File: src/rtl/objhash_pkg.sv
package objhash_pkg;

  typedef enum logic [1:0] {
    OP_LOOKUP     = 2'b00,
    OP_INSERT     = 2'b01,
    OP_REMOVE     = 2'b10,
    OP_LOOKUP_ALT = 2'b11
  } op_e;

  typedef enum logic [1:0] {
    ST_OK   = 2'b00,
    ST_MISS = 2'b01,
    ST_FULL = 2'b10
  } status_e;

  typedef enum logic [1:0] {
    S_CLEAR = 2'b00,
    S_IDLE  = 2'b01,
    S_READ  = 2'b10,
    S_CMP   = 2'b11
  } fsm_e;

  localparam int unsigned LIVE_BIT = 31;

endpackage

File: src/rtl/objhash_bank.sv
module objhash_bank #(
  parameter int AW = 6,
  parameter int DW = 32
) (
  input  logic          clk,
  input  logic          we,
  input  logic [AW-1:0] waddr,
  input  logic [DW-1:0] wdata,
  input  logic [AW-1:0] raddr,
  output logic [DW-1:0] rdata
);
  localparam int DEPTH = 1 << AW;

  logic [DW-1:0] mem [DEPTH];

  // Simple dual-port: one synchronous write, one registered read.
  always_ff @(posedge clk) begin
    if (we) mem[waddr] <= wdata;
    rdata <= mem[raddr];
  end
endmodule

File: src/rtl/objhash_hash.sv
module objhash_hash #(
  parameter int IDX_W    = 6,
  parameter int CHAN_W   = 5,
  parameter bit MIX_CHAN = 1'b1
) (
  input  logic [31:0]       handle,
  input  logic [CHAN_W-1:0] chan,
  output logic [IDX_W-1:0]  slot
);
  localparam int NCHUNK = (32 + IDX_W - 1) / IDX_W;
  localparam int PADW   = NCHUNK * IDX_W;
  localparam int WIDE_W = IDX_W + CHAN_W;

  logic [PADW-1:0]   padded;
  logic [IDX_W-1:0]  folded;
  logic [WIDE_W-1:0] chan_wide;
  logic [IDX_W-1:0]  chan_mix;

  always_comb begin
    padded = PADW'(handle);
    folded = '0;
    for (int i = 0; i < NCHUNK; i++) begin
      folded = folded ^ padded[i*IDX_W +: IDX_W];
    end
  end

  generate
    if (MIX_CHAN) begin : g_mix
      assign chan_wide = WIDE_W'(chan) << (IDX_W - 4);
      assign chan_mix  = chan_wide[IDX_W-1:0];
    end else begin : g_nomix
      assign chan_wide = '0;
      assign chan_mix  = '0;
    end
  endgenerate

  assign slot = folded ^ chan_mix;
endmodule

File: src/rtl/objhash_engine.sv
module objhash_engine
  import objhash_pkg::*;
#(
  parameter int IDX_W  = 6,
  parameter int CHAN_W = 5,
  parameter bit LEGACY = 1'b1
) (
  input  logic              clk,
  input  logic              rst,
  input  logic              cmd_valid,
  output logic              cmd_ready,
  input  logic [1:0]        cmd_op,
  input  logic [31:0]       cmd_handle,
  input  logic [CHAN_W-1:0] cmd_chan,
  input  logic [31:0]       cmd_ctx,
  output logic              rsp_done,
  output logic [1:0]        rsp_status,
  output logic [31:0]       rsp_ctx
);
  localparam int SLOTS = 1 << IDX_W;
  localparam int CNT_W = IDX_W + 1;
  localparam logic [CNT_W-1:0] ALL_PROBED = CNT_W'(SLOTS);

  fsm_e              state;
  logic [1:0]        op_q;
  logic [31:0]       hdl_q;
  logic [31:0]       ctx_q;
  logic [31:0]       stored_ctx;
  logic [IDX_W-1:0]  cur_slot;
  logic [IDX_W-1:0]  clr_idx;
  logic [IDX_W-1:0]  hash_slot;
  logic [CNT_W-1:0]  probe_cnt;
  logic [CNT_W-1:0]  probe_nxt;
  logic [31:0]       rd_word [2];
  logic [31:0]       wr_word [2];
  logic              ram_we;
  logic [IDX_W-1:0]  ram_waddr;
  logic              entry_live;
  logic              probe_hit;
  logic              op_is_insert;
  logic              op_is_lookup;

  objhash_hash #(
    .IDX_W   (IDX_W),
    .CHAN_W  (CHAN_W),
    .MIX_CHAN(LEGACY)
  ) u_hash (
    .handle(cmd_handle),
    .chan  (cmd_chan),
    .slot  (hash_slot)
  );

  // Bank 0 holds handle words, bank 1 holds context words.
  generate
    for (genvar k = 0; k < 2; k++) begin : g_bank
      objhash_bank #(
        .AW(IDX_W),
        .DW(32)
      ) u_bank (
        .clk  (clk),
        .we   (ram_we),
        .waddr(ram_waddr),
        .wdata(wr_word[k]),
        .raddr(cur_slot),
        .rdata(rd_word[k])
      );
    end
  endgenerate

  generate
    if (LEGACY) begin : g_live_flag
      assign entry_live = rd_word[1][LIVE_BIT];
      assign stored_ctx = ctx_q | (32'h1 << LIVE_BIT);
    end else begin : g_live_nonzero
      assign entry_live = |rd_word[1];
      assign stored_ctx = ctx_q;
    end
  endgenerate

  assign cmd_ready = (state == S_IDLE);

  always_comb begin
    op_is_insert = (op_q == OP_INSERT);
    op_is_lookup = (op_q == OP_LOOKUP) || (op_q == OP_LOOKUP_ALT);
    probe_hit    = op_is_insert ? !entry_live
                                : (entry_live && (rd_word[0] == hdl_q));
    probe_nxt    = probe_cnt + CNT_W'(1);
    ram_we       = 1'b0;
    ram_waddr    = cur_slot;
    wr_word[0]   = '0;
    wr_word[1]   = '0;
    if (state == S_CLEAR) begin
      ram_we    = 1'b1;
      ram_waddr = clr_idx;
    end else if (state == S_CMP && probe_hit && !op_is_lookup) begin
      ram_we = 1'b1;
      if (op_is_insert) begin
        wr_word[0] = hdl_q;
        wr_word[1] = stored_ctx;
      end
    end
  end

  always_ff @(posedge clk) begin
    if (rst) begin
      state      <= S_CLEAR;
      clr_idx    <= '0;
      cur_slot   <= '0;
      probe_cnt  <= '0;
      op_q       <= '0;
      hdl_q      <= '0;
      ctx_q      <= '0;
      rsp_done   <= 1'b0;
      rsp_status <= ST_OK;
      rsp_ctx    <= '0;
    end else begin
      rsp_done <= 1'b0;
      case (state)
        S_CLEAR: begin
          clr_idx <= clr_idx + IDX_W'(1);
          if (clr_idx == '1) state <= S_IDLE;
        end
        S_IDLE: begin
          if (cmd_valid) begin
            op_q      <= cmd_op;
            hdl_q     <= cmd_handle;
            ctx_q     <= cmd_ctx;
            cur_slot  <= hash_slot;
            probe_cnt <= '0;
            state     <= S_READ;
          end
        end
        S_READ: state <= S_CMP;
        S_CMP: begin
          if (probe_hit) begin
            rsp_done   <= 1'b1;
            rsp_status <= ST_OK;
            rsp_ctx    <= op_is_lookup ? rd_word[1] : 32'h0;
            state      <= S_IDLE;
          end else if (probe_nxt == ALL_PROBED) begin
            rsp_done   <= 1'b1;
            rsp_status <= op_is_insert ? ST_FULL : ST_MISS;
            rsp_ctx    <= '0;
            state      <= S_IDLE;
          end else begin
            cur_slot  <= cur_slot + IDX_W'(1);
            probe_cnt <= probe_nxt;
            state     <= S_READ;
          end
        end
        default: state <= S_IDLE;
      endcase
    end
  end

  // done is a single-cycle pulse
  a_r8_done_single: assert property (@(posedge clk) disable iff (rst)
    rsp_done |=> !rsp_done);

  // the engine is idle again when it reports completion
  a_r8_done_idle: assert property (@(posedge clk) disable iff (rst)
    rsp_done |-> cmd_ready);

  // only an insert can report a full table
  a_r5_full_insert: assert property (@(posedge clk) disable iff (rst)
    (rsp_done && rsp_status == ST_FULL) |-> (op_q == OP_INSERT));

  // no command probes more slots than the table holds
  a_r5_probe_bound: assert property (@(posedge clk) disable iff (rst)
    probe_cnt < ALL_PROBED);

  // no command is taken while the table is being zeroed
  a_r1_clear_busy: assert property (@(posedge clk) disable iff (rst)
    (state == S_CLEAR) |-> !cmd_ready);

  // RAM writes happen only in the clear sweep or a compare step
  a_r3_write_phase: assert property (@(posedge clk) disable iff (rst)
    ram_we |-> (state == S_CLEAR || state == S_CMP));

  // latched command stays put while a probe is in flight
  a_r9_cmd_held: assert property (@(posedge clk) disable iff (rst)
    (state == S_READ) |=> ($stable(hdl_q) && $stable(op_q)));

endmodule

File: config.mk
export PLATFORM = sky130hd
export DESIGN_NAME = objhash_engine
export DESIGN_NICKNAME = d
export VERILOG_FILES = /design/src/rtl/objhash_pkg.sv /design/src/rtl/objhash_bank.sv /design/src/rtl/objhash_hash.sv /design/src/rtl/objhash_engine.sv
export SDC_FILE = /design/constraint.sdc
export NUM_CORES = 2
export LEC_CHECK = 0
export ABC_AREA = 0
export CORE_MARGIN = 2
export CORE_UTILIZATION = 60
export DETAILED_ROUTE_END_ITERATION = 10
export HOLD_SLACK_MARGIN = 0.15
export PLACE_DENSITY_LB_ADDON = 0.08
export SLEW_MARGIN = 20
export SYNTH_ARGS = -nofsm -noshare
export SYNTH_HDL_FRONTEND = slang
export SYNTH_SLANG_ARGS = --single-unit
File: constraint.sdc
create_clock -name clk -period 6.6 [get_ports clk]
set_input_delay 1.65 -clock clk [delete_from_list [all_inputs] [get_ports clk]]
set_output_delay 1.65 -clock clk [all_outputs]
set_load 0.01 [all_outputs]
==> results.yml <==
synth:
  yosys.area.top_type: "edfxtp_1"
  synth_edf_count: 4096
  ys_top_cells_by_count: "4096 x edfxtp_1, 1344 x mux4_2, 212 x clkbuf_1"
  yosys-top-cells-area: "edfxtp_1 76%, mux4_2 19%, dfxtp_1 2.3%, clkbuf_1 0.49%, nand2_1 0.37%"
  synthesis.area_sq_um: 162000
  synth_top_family_by_area: "multiplexers"
  synth_xor_area_share_pct: 0.379
  async_flop_share_pct: 0
  ys_seq_area_share_pct: 78.2
  synth_nets: 6680
  synth_cell_types: 55
  yosys.area_share.simple_pct: 1.12
  synth_ff_type: "edfxtp_1"
  avgSynthCellArea_sq_um: 24.5
  netlist_instances: 6601
  yosys.area.top_type_share_pct: 76.0
  synthAdderAreaFrac_pct: 0.0386
  yosysWarnings: 0
  yosys_register_bits: 4281
  synth_compound_area_share_pct: 0.579
  synth.most_common_cell: "edfxtp_1"
  synthMuxAreaShare_pct: 18.7
sta:
  finalCriticalPeriod_ns: 5.91
  finalHoldViolCount: 0
  fmax_mhz: 169
  fin_setup_tns_ns: 0
  drv_slew: 0
  setup_viol: 0
  finClkSkew_ns: 0.0436
  rsz0062_at_grt: "false"
  finalCritPeriodShare_pct: 89.6
  worstMarginPinSlew_ns: 1.22
  slew_headroom_pct: 18.9
setup_path:
  cp_cell_sequence: "xor2_1 > nor4_1 > buf_4 > nand4_1 > or4_4 > a21oi_1 > a31oi_2 > nor2_4 > buf_12"
  cp.required_ns: 7.19
  path_max_fanout: 36
  startpoint_type: "flip-flop"
  critPathMaxStageDelay_ns: 0.94
  path_class: "reg -> reg"
  cp_slowest_cell: "nor2_4"
  crit_family: "simple AND/OR/NAND/NOR gates"
  worst_setup_path_end_kind: "flip-flop"
  cp.arrival_ns: 6.50
  path_buf_inv: 2
clock_tree:
  cts_tree: "built"
  cts.sinks: 4281
  ctsLongestPathBuffers: 4
  hold_buffers: 0
  clock_latency_ns: 0.96
  path_clk_slew_ns: 0.06
  cts_buffers: 421
  postCtsSetupRepairBufs: 0
  clockRootBuffer: "clkbuf_16"
  ctsResizeCount: 0
  htree_levels: 5
floorplan:
  dieArea_sq_um: 274000
  io_pins: 110
  initial_core_util_pct: 60.4
  fp.dieW_um: 523
  core_region_area_sq_um: 268000
  rows: 190
  fp.dieH_um: 523
global_routing:
  grt_pass1_vias: 75100
  grt_pass1_wl_um: 572000
  gr-usage-all-layers_pct: 30.2
  antenna_found_initial: 18
  grt_max_degree: 147
  grt_overflow: 0
place:
  place.gp.congestion: 0.854
  io_buffers: 107
  dp_hpwl_um: 216000
routing:
  drc: 0
  dr.pass1.iters: 7
  vias: 74800
  first_iter_violations: 10100
  detail_route.vias_per_cell: 6.83
  wl_per_cell_um: 37.1
  drtAntennaViolNets: 0
  totalWireLength_um: 406000
flow_run:
  drv_cap: 0
pwr:
  p_total_mw: 54.0
  peakVddDrop_mv: 0.249
  p_per_area_nw_per_um2: 295
  p_leak_nw: 45.3
layout:
  area_delta_synth_final_pct: 13.0
  fin_nets: 7111
  drive_gt1_share_pct: 31.0
worst_hold_path:
  holdCritPathClass: "reg -> reg"
run_status:
  status: "complete, no violations"
[worst reg2reg max path: stages, from the launching register on]
cell	delay, ns
dfxtp_1	0.33
xor2_1	0.22
nor4_1	0.84
buf_4	0.27
nand4_1	0.26
or4_4	0.61
a21oi_1	0.91
a31oi_2	0.69
nor2_4	0.94
buf_12	0.36
[area by class of cell]
cell class,count,area [sq um]
repair buffers,361,3830
fillers,16200,85100
clock inverters,226,2190
flip-flops and latches,4281,127000
inverters,5,18.8
multi-input cells,1962,34300
clock buffers,555,11500
well taps,3552,4440
diodes,4,10.0
[stage by stage]
step	instance area (sq um)	std cells	setup slack, ns	hold WS [ns]	util (%)
2_1_floorplan	162000	6601	1.24	0.426	-
3_3_place_gp	169000	10200	1.01	0.430	63.1
3_5_place_dp	169000	10200	0.869	0.435	63.1
4_1_cts	183000	10900	0.851	0.451	68.2
5_1_grt	183000	10900	0.660	0.460	68.3
6_report	183000	10900	0.686	0.449	68.3
[worst paths after layout]
path                                          start                                     end  slack (ns)  cells past startpoint
setup / recovery             hdl_q[29]$_SDFFE_PP0P_  g_bank[1].u_bank.mem[44][10]$_DFFE_PP_        0.69                      9
hold / removal    g_bank[1].u_bank.rdata[6]$_DFF_P_                 rsp_ctx[6]$_SDFFE_PP0P_        0.45                      1
setup reg to reg             hdl_q[29]$_SDFFE_PP0P_  g_bank[1].u_bank.mem[44][10]$_DFFE_PP_        0.69                      9
hold reg to reg   g_bank[1].u_bank.rdata[6]$_DFF_P_                 rsp_ctx[6]$_SDFFE_PP0P_        0.45                      1
[cell usage in the layout (no fill, tap or decap), types with 7 or more instances in the layout]
cell and instances:
edfxtp_1 4096, mux4_2 1344, clkbuf_16 436, buf_4 187
dfxtp_1 179, nand2_1 161, clkbuf_1 106, clkdlybuf4s50_1 106
clkinv_1 79, clkinv_2 79, a21oi_1 77, buf_12 67
nor2_4 65, and2_1 53, bufinv_16 39, xor2_1 37
xnor2_1 33, a22o_1 31, nor2_1 27, nand3_1 14
nor4_1 14, clkbuf_8 13, o21ai_0 11, nor3_1 11
inv_6 10, clkinvlp_4 8, and2_4 7
[power breakdown]
part | switching [mW] | internal [mW] | total (mW) | leakage (nW)
combinational | 0.442 | 0.263 | 0.705 | 7.66
sequential | 0.0608 | 29.5 | 29.6 | 30.9
clock | 9.99 | 13.8 | 23.7 | 6.70
total | 10.5 | 43.6 | 54.0 | 45.3
[sequential cells by signal (all words and copies together) (netlist names), 6 cells and up]
name                 count
rsp_ctx                 32
g_bank.u_bank.rdata     64
g_bank.u_bank.mem     4096
clr_idx                  6
probe_cnt                7
ctx_q                   31
cur_slot                 6
hdl_q                   32
[layer usage]
layer	track usage, %	up-vias	routed length [um]
met4	11.8	6	17000
met1	43.3	40600	153000
met3	4.91	723	37300
met2	47.8	4023	199000
li1	-	29400	-
met5	0	-	45
[cell families after synthesis]
kind of cell / count (synthesis)
flops: 4281
mux: 1348
simple gates: 392
buf+inv: 358
compound gates: 147
xor+xnor: 70
fa+ha+maj: 5
No activity file was read; power rests on OpenSTA's default activity.
